==> config.mk <==
export PLATFORM = sky130hd
export DESIGN_NAME = frm_irq_agg
export DESIGN_NICKNAME = d
export VERILOG_FILES = /design/src/rtl/frm_irq_pkg.sv /design/src/rtl/frm_irq_tick.sv /design/src/rtl/frm_irq_src.sv /design/src/rtl/frm_irq_blk.sv /design/src/rtl/frm_irq_agg.sv
export SDC_FILE = /design/constraint.sdc
export NUM_CORES = 1
export LEC_CHECK = 0
export BUFFER_PORTS_ARGS = -buffer_cell sky130_fd_sc_hd__buf_2
export CORE_AREA = 2 2 90 156
export DETAILED_ROUTE_END_ITERATION = 6
export DIE_AREA = 0 0 92 158
export PLACE_DENSITY = 0.47
export SYNTH_ARGS = -nofsm -noshare
export SYNTH_HDL_FRONTEND = slang
export SYNTH_SLANG_ARGS = --single-unit
export TNS_END_PERCENT = 10
==> constraint.sdc <==
create_clock -name clk_i -period 2.43 [get_ports clk_i]
set_clock_uncertainty 0.15 [all_clocks]
set_input_delay 0 -clock clk_i [delete_from_list [all_inputs] [get_ports clk_i]]
set_output_delay 0 -clock clk_i [all_outputs]
set_load 0.05 [all_outputs]
==> src/rtl/frm_irq_pkg.sv <==
package frm_irq_pkg;
  localparam int DATA_W = 8;

  localparam logic [7:0] A_BLK_EN = 8'h04;
  localparam logic [7:0] A_BLK_ST = 8'h05;
  localparam logic [7:0] A_RX_EN  = 8'h10;
  localparam logic [7:0] A_RX_ST  = 8'h11;
  localparam logic [7:0] A_TX_EN  = 8'h12;
  localparam logic [7:0] A_TX_ST  = 8'h13;

  localparam int B_RX  = 7;
  localparam int B_TX  = 1;
  localparam int B_SEC = 0;

  typedef struct packed {
    logic rx;
    logic tx;
    logic sec;
  } blk_bits_t;

  function automatic logic [DATA_W-1:0] pack_blk(blk_bits_t b);
    logic [DATA_W-1:0] r;
    r        = '0;
    r[B_RX]  = b.rx;
    r[B_TX]  = b.tx;
    r[B_SEC] = b.sec;
    return r;
  endfunction

  function automatic blk_bits_t unpack_blk(logic [DATA_W-1:0] d);
    blk_bits_t b;
    b.rx  = d[B_RX];
    b.tx  = d[B_TX];
    b.sec = d[B_SEC];
    return b;
  endfunction
endpackage

==> src/rtl/frm_irq_tick.sv <==
module frm_irq_tick #(
  parameter int CLK_HZ = 25_000_000
) (
  input  logic clk_i,
  input  logic rst_ni,
  output logic tick_o
);
  localparam int CW = (CLK_HZ > 1) ? $clog2(CLK_HZ) : 1;
  localparam logic [CW-1:0] LAST = CW'(CLK_HZ - 1);

  logic [CW-1:0] cnt_q, cnt_d;
  logic          wrap;

  always_comb begin
    wrap  = (cnt_q == LAST);
    cnt_d = wrap ? '0 : cnt_q + 1'b1;
  end

  always_ff @(posedge clk_i or negedge rst_ni) begin
    if (!rst_ni) cnt_q <= '0;
    else         cnt_q <= cnt_d;
  end

  assign tick_o = wrap;

  generate
    if (CLK_HZ > 1) begin : g_gap

      tick_gap_chk: assert property (@(posedge clk_i) disable iff (!rst_ni)
        tick_o |=> !tick_o);
    end
  endgenerate
endmodule

==> src/rtl/frm_irq_src.sv <==
module frm_irq_src #(
  parameter int N = 8
) (
  input  logic         clk_i,
  input  logic         rst_ni,
  input  logic [N-1:0] evt_i,
  input  logic         en_wr_i,
  input  logic [N-1:0] en_wdata_i,
  input  logic         rd_clr_i,
  output logic [N-1:0] en_o,
  output logic [N-1:0] pend_o,
  output logic         req_o
);
  logic [N-1:0] en_q, en_d;
  logic [N-1:0] pend_q, pend_d;
  logic [N-1:0] hit;

  always_comb begin
    hit    = evt_i & en_q;
    en_d   = en_wr_i ? en_wdata_i : en_q;
    pend_d = (rd_clr_i ? '0 : pend_q) | hit;
  end

  always_ff @(posedge clk_i or negedge rst_ni) begin
    if (!rst_ni) begin
      en_q   <= '0;
      pend_q <= '0;
    end else begin
      en_q   <= en_d;
      pend_q <= pend_d;
    end
  end

  assign en_o   = en_q;
  assign pend_o = pend_q;
  assign req_o  = |(pend_q & en_q);


  src_latch_chk: assert property (@(posedge clk_i) disable iff (!rst_ni)
    ((evt_i & en_q) != '0) |=> ((pend_q & $past(evt_i & en_q)) == $past(evt_i & en_q)));


  src_clear_chk: assert property (@(posedge clk_i) disable iff (!rst_ni)
    (rd_clr_i && ((evt_i & en_q) == '0)) |=> (pend_q == '0));
endmodule

==> src/rtl/frm_irq_blk.sv <==
module frm_irq_blk
  import frm_irq_pkg::*;
(
  input  logic      clk_i,
  input  logic      rst_ni,
  input  logic      en_wr_i,
  input  blk_bits_t en_wdata_i,
  input  logic      tick_i,
  input  logic      rd_clr_i,
  input  logic      rx_req_i,
  input  logic      tx_req_i,
  output blk_bits_t en_o,
  output blk_bits_t stat_o,
  output logic      irq_o
);
  blk_bits_t en_q, en_d;
  logic      sec_q, sec_d;
  blk_bits_t stat;

  always_comb begin
    en_d  = en_wr_i ? en_wdata_i : en_q;
    sec_d = (rd_clr_i ? 1'b0 : sec_q) | (tick_i & en_q.sec);
  end

  always_ff @(posedge clk_i or negedge rst_ni) begin
    if (!rst_ni) begin
      en_q  <= '0;
      sec_q <= 1'b1;
    end else begin
      en_q  <= en_d;
      sec_q <= sec_d;
    end
  end

  always_comb begin
    stat.rx  = rx_req_i;
    stat.tx  = tx_req_i;
    stat.sec = sec_q;
  end

  assign en_o   = en_q;
  assign stat_o = stat;
  assign irq_o  = |(stat & en_q);


  sec_tick_chk: assert property (@(posedge clk_i) disable iff (!rst_ni)
    (tick_i && en_q.sec) |=> sec_q);


  sec_mask_chk: assert property (@(posedge clk_i) disable iff (!rst_ni)
    (!sec_q && !en_q.sec) |=> !sec_q);
endmodule

==> src/rtl/frm_irq_agg.sv <==
module frm_irq_agg
  import frm_irq_pkg::*;
#(
  parameter int ADDR_W = 8,
  parameter int RX_N   = 8,
  parameter int TX_N   = 8,
  parameter int CLK_HZ = 25_000_000
) (
  input  logic              clk_i,
  input  logic              rst_ni,
  input  logic [ADDR_W-1:0] addr_i,
  input  logic              wr_en_i,
  input  logic [7:0]        wr_data_i,
  input  logic              rd_en_i,
  output logic [7:0]        rd_data_o,
  input  logic [RX_N-1:0]   rx_evt_i,
  input  logic [TX_N-1:0]   tx_evt_i,
  output logic              irq_o
);
  localparam logic [ADDR_W-1:0] AD_BLK_EN = ADDR_W'(A_BLK_EN);
  localparam logic [ADDR_W-1:0] AD_BLK_ST = ADDR_W'(A_BLK_ST);
  localparam logic [ADDR_W-1:0] AD_RX_EN  = ADDR_W'(A_RX_EN);
  localparam logic [ADDR_W-1:0] AD_RX_ST  = ADDR_W'(A_RX_ST);
  localparam logic [ADDR_W-1:0] AD_TX_EN  = ADDR_W'(A_TX_EN);
  localparam logic [ADDR_W-1:0] AD_TX_ST  = ADDR_W'(A_TX_ST);

  // reset: asserted asynchronously, released on a clock edge
  logic [1:0] rst_sync_q;
  logic       rst_n;

  always_ff @(posedge clk_i or negedge rst_ni) begin
    if (!rst_ni) rst_sync_q <= '0;
    else         rst_sync_q <= {rst_sync_q[0], 1'b1};
  end
  assign rst_n = rst_sync_q[1];

  // decode
  logic wr_blk_en, wr_rx_en, wr_tx_en;
  logic clr_blk, clr_rx, clr_tx;

  always_comb begin
    wr_blk_en = wr_en_i && (addr_i == AD_BLK_EN);
    wr_rx_en  = wr_en_i && (addr_i == AD_RX_EN);
    wr_tx_en  = wr_en_i && (addr_i == AD_TX_EN);
    clr_blk   = rd_en_i && (addr_i == AD_BLK_ST);
    clr_rx    = rd_en_i && (addr_i == AD_RX_ST);
    clr_tx    = rd_en_i && (addr_i == AD_TX_ST);
  end

  logic tick;

  frm_irq_tick #(.CLK_HZ(CLK_HZ)) u_tick (
    .clk_i  (clk_i),
    .rst_ni (rst_n),
    .tick_o (tick)
  );

  logic [RX_N-1:0] rx_en, rx_pend;
  logic [TX_N-1:0] tx_en, tx_pend;
  logic            rx_req, tx_req;

  frm_irq_src #(.N(RX_N)) u_rx (
    .clk_i      (clk_i),
    .rst_ni     (rst_n),
    .evt_i      (rx_evt_i),
    .en_wr_i    (wr_rx_en),
    .en_wdata_i (wr_data_i[RX_N-1:0]),
    .rd_clr_i   (clr_rx),
    .en_o       (rx_en),
    .pend_o     (rx_pend),
    .req_o      (rx_req)
  );

  frm_irq_src #(.N(TX_N)) u_tx (
    .clk_i      (clk_i),
    .rst_ni     (rst_n),
    .evt_i      (tx_evt_i),
    .en_wr_i    (wr_tx_en),
    .en_wdata_i (wr_data_i[TX_N-1:0]),
    .rd_clr_i   (clr_tx),
    .en_o       (tx_en),
    .pend_o     (tx_pend),
    .req_o      (tx_req)
  );

  blk_bits_t blk_en, blk_stat;
  logic      irq;

  frm_irq_blk u_blk (
    .clk_i      (clk_i),
    .rst_ni     (rst_n),
    .en_wr_i    (wr_blk_en),
    .en_wdata_i (unpack_blk(wr_data_i)),
    .tick_i     (tick),
    .rd_clr_i   (clr_blk),
    .rx_req_i   (rx_req),
    .tx_req_i   (tx_req),
    .en_o       (blk_en),
    .stat_o     (blk_stat),
    .irq_o      (irq)
  );

  // read port
  logic [7:0] rd_mux, rd_q, rd_d;

  always_comb begin
    rd_mux = '0;
    unique case (addr_i)
      AD_BLK_EN: rd_mux = pack_blk(blk_en);
      AD_BLK_ST: rd_mux = pack_blk(blk_stat);
      AD_RX_EN:  rd_mux = 8'(rx_en);
      AD_RX_ST:  rd_mux = 8'(rx_pend);
      AD_TX_EN:  rd_mux = 8'(tx_en);
      AD_TX_ST:  rd_mux = 8'(tx_pend);
      default:   rd_mux = '0;
    endcase
    rd_d = rd_en_i ? rd_mux : rd_q;
  end

  always_ff @(posedge clk_i or negedge rst_n) begin
    if (!rst_n) rd_q <= '0;
    else        rd_q <= rd_d;
  end

  assign rd_data_o = rd_q;
  assign irq_o     = irq;


  irq_needs_en_chk: assert property (@(posedge clk_i) disable iff (!rst_n)
    $rose(irq_o) |-> (blk_en != '0));


  rd_hold_chk: assert property (@(posedge clk_i) disable iff (!rst_n)
    !rd_en_i |=> $stable(rd_data_o));
endmodule

==> flow_summary.ini <==
[yosys]
syn-num-nets = 321
synth-seq-cells = 71
async_flop_share_pct = 100
yosysWarnings = 0
yosysUniqueCellTypes = 50
syn-cell-area_mm2 = 0.00338
synth_area_per_cell_um2 = 11.9
yosys.area.top_type = dfrtp_1
synth_edf_count = 0
synth_flop_cell = dfrtp_1
ys_seq_area_share_pct = 52.6
synthTopCellsByArea = dfrtp_1, mux2_2, a22o_1, mux4_2, xnor2_1
synth_cells = 284
synth_top_area_share_pct = 51.8

[worst_hold_path]
hp-class = in2reg

[floorplanning]
die_w_um = 92
dieArea_mm2 = 0.0145
die_h_um = 158
ioPinCount = 45
start_util_pct = 25.4
row_count = 56
design.core.area_mm2 = 0.0133

[sta]
final-setup-viol-count = 0
fin_crit_ns = 2.06
setup_tns_ns = 0
maxSlewViolCount = 0
timing.fmax_mhz = 485
rsz0062_at_grt = no
hold_viol = 0
finalCritPeriodShare_pct = 84.8

[status]
run_status = complete, no violations

[power_and_ir_drop]
power_density_mw_per_mm2 = 719
vdd_drop_max_uv = 374
p_leak_nw = 1.99

[setup_path]
crit_family = compound AO/OA/AOI/OAI gates
crit_chain = a22oi_1, nand4_1, a222oi_1, inv_1, buf_2
path_depth = 5
crit_path_start_kind = flip-flop
cp.buffers_inverters = 2
max_stage_delay_ns = 0.41
required_ns = 2.28
crit_end = irq_o
crit_arrival_ns = 1.91
crit_fanout = 4
regToRegSetupSlack_ns = 0.38
worstReg2RegStart = u_tick.cnt_q[0]
crit_slowest_cell = dfrtp_1
worstSetupEndpointType = primary output
r2r_end = u_tick.cnt_q[20]
r2r.worst_path.cells = 5
startpoint = u_tx.en_o[4]
worst-setup-path-type = reg2out

[clock_tree]
cts.sinks = 71
cts.repair.resized = 0
cts-root-buf = clkbuf_16
cts_buffer_depth = 2
numCtsBuffers = 9
h-tree-depth = 3
clk-insertion-delay-late_ns = 0.33
cts_tree = yes
path_clk_slew_ns = 0.06

[detailed_routing]
drc = 0
dr.pass1.iters = 4
totalWireLength_um = 8960
initialDrtViolationCount = 128
vias_per_cell = 4.84
wl_per_cell_um = 16.5
ant_nets = 0
vias = 2624

[grt]
grt_pass1_vias = 2759
grt_antenna_before_repair = 0
grt_use_total_pct = 13.1
overflow = 0
grt_pass1_wl_um = 14600
grt_max_degree = 51

[run]
max_cap_viol_count = 0

[final_layout]
fin_area_mm2 = 0.00447
drive_gt1_share_pct = 29.6
fillers = 1404
nNetsFinal = 400
area_delta_synth_final_pct = 32.0
diodes = 0
seqCellArea_mm2 = 0.00178
multiInputGateArea_mm2 = 0.00153

[placed_design]
place_congestion = 0.798
postPlaceCellArea_mm2 = 0.00386
io_buffers = 44
hpwl_um = 6700
## cell usage in the layout (no fill, tap or decap), drive strengths merged, types with 8 or more instances in the layout
cell	instances
dfrtp	70
a22oi	8
buf	53
nand4	10
nand2	17
nor2	14
dlygate4sd3	27
a22o	18
mux2	20
inv	9
clkbuf	11
xnor2	9
nand3	12
## synth_stat cells (all sizes together) (2+ instances only)
master and n:
nand2 17, nor2 14, a31oi 2, nor3 7, o31ai 3, mux4 7
dfrtp 70, nor2b 2, nor4 5, or4 4, nand4 10, a21oi 5
or3 2, xnor2 9, a22o 18, nor3b 2, clkbuf 12, a22oi 8
nand3 12, o221a 2, o21ai 2, and4 5, o2bb2ai 6, mux2 20
inv 9, xor2 7, nor4b 2, mux2i 2, nand3b 2
## worst register-to-register path: stages, from the launching register on
cell	delay [ns]
dfrtp_1	0.40
ha_1	0.32
nand3_1	0.16
or2_2	0.37
or4_1	0.41
a21oi_1	0.15
## state kept, by name (all words and copies together), names as in the netlist
name	flops
u_rx.en_o	8
u_tx.pend_o	8
rd_data_o	8
u_tx.en_o	8
u_tick.cnt_q	25
u_blk.sec_q	1
u_blk.en_o	3
u_rx.pend_o	8
rst_sync_q	2
## area by class of cell
| cell class | count | share of cell area [%] |
|---|---|---|
| tap | 174 | 4.87 |
| clock buffer | 11 | 5.66 |
| inverter | 9 | 0.756 |
| timing repair buffer | 80 | 12.8 |
| clock inverter | 5 | 1.79 |
| sequential | 71 | 39.8 |
| multi-input combinational | 192 | 34.3 |
## stage by stage
| stage | utilization (%) | setup slack (ns) | hold slack (ns) | instances | total power, mW |
|---|---|---|---|---|---|
| final | 33.6 | 0.369 | 0.0441 | 542 | 3.21 |
| after CTS | 33.6 | 0.356 | 0.0395 | 542 | 3.25 |
| after floorplan | - | 0.158 | -0.446 | 284 | 1.61 |
| after global placement | 29.0 | 0.388 | -0.363 | 499 | 1.73 |
| after detailed placement | 29.0 | 0.364 | -0.362 | 499 | 1.73 |
| after global routing | 33.6 | 0.237 | 0.0887 | 542 | 3.35 |
## metal layers
layer / global-route usage, % / part of all wire, %
met5: 0 / 0
met4: 5.26 / 2.6
met3: 2.52 / 3.5
met2: 24.1 / 53
met1: 14.8 / 41
## cell families (layout without fill, tap and decap cells)
kind of cell	count (synthesis)	count (layout)	synth area share, %
AO/OA/AOI/OAI	56	56	13.2
buffers and inverters	21	105	2.33
multiplexers	29	29	11.9
AND/OR/NAND/NOR	89	89	15.3
adder cells (fa/ha/maj)	1	1	0.370
flip-flops	71	71	52.6
other	1	1	0.111
XOR/XNOR	16	16	4.14
## how the worst min path moves through the flow
stage / start / cells after the start / endpoint
after floorplan: rst_ni / 0 / rst_sync_q[0]
after global placement: rst_ni / 1 / rst_sync_q[0]
after detailed placement: rst_ni / 1 / rst_sync_q[0]
after CTS: addr_i[4] / 4 / rd_data_o[7]
after global routing: addr_i[4] / 4 / rd_data_o[1]
final: addr_i[4] / 4 / rd_data_o[1]
## report_power, final
part	total, mW	internal (mW)	switching (mW)
registers	1.41	1.30	0.110
clock network	1.47	0.953	0.513
logic	0.332	0.195	0.137
## timing repair
item / 4_1_cts / 5_1_grt
buffers inserted: 0 / 0
hold buffers: 27 / 0
hold endpoints to repair: 42 / 0
(Power assumes the default switching activity.)
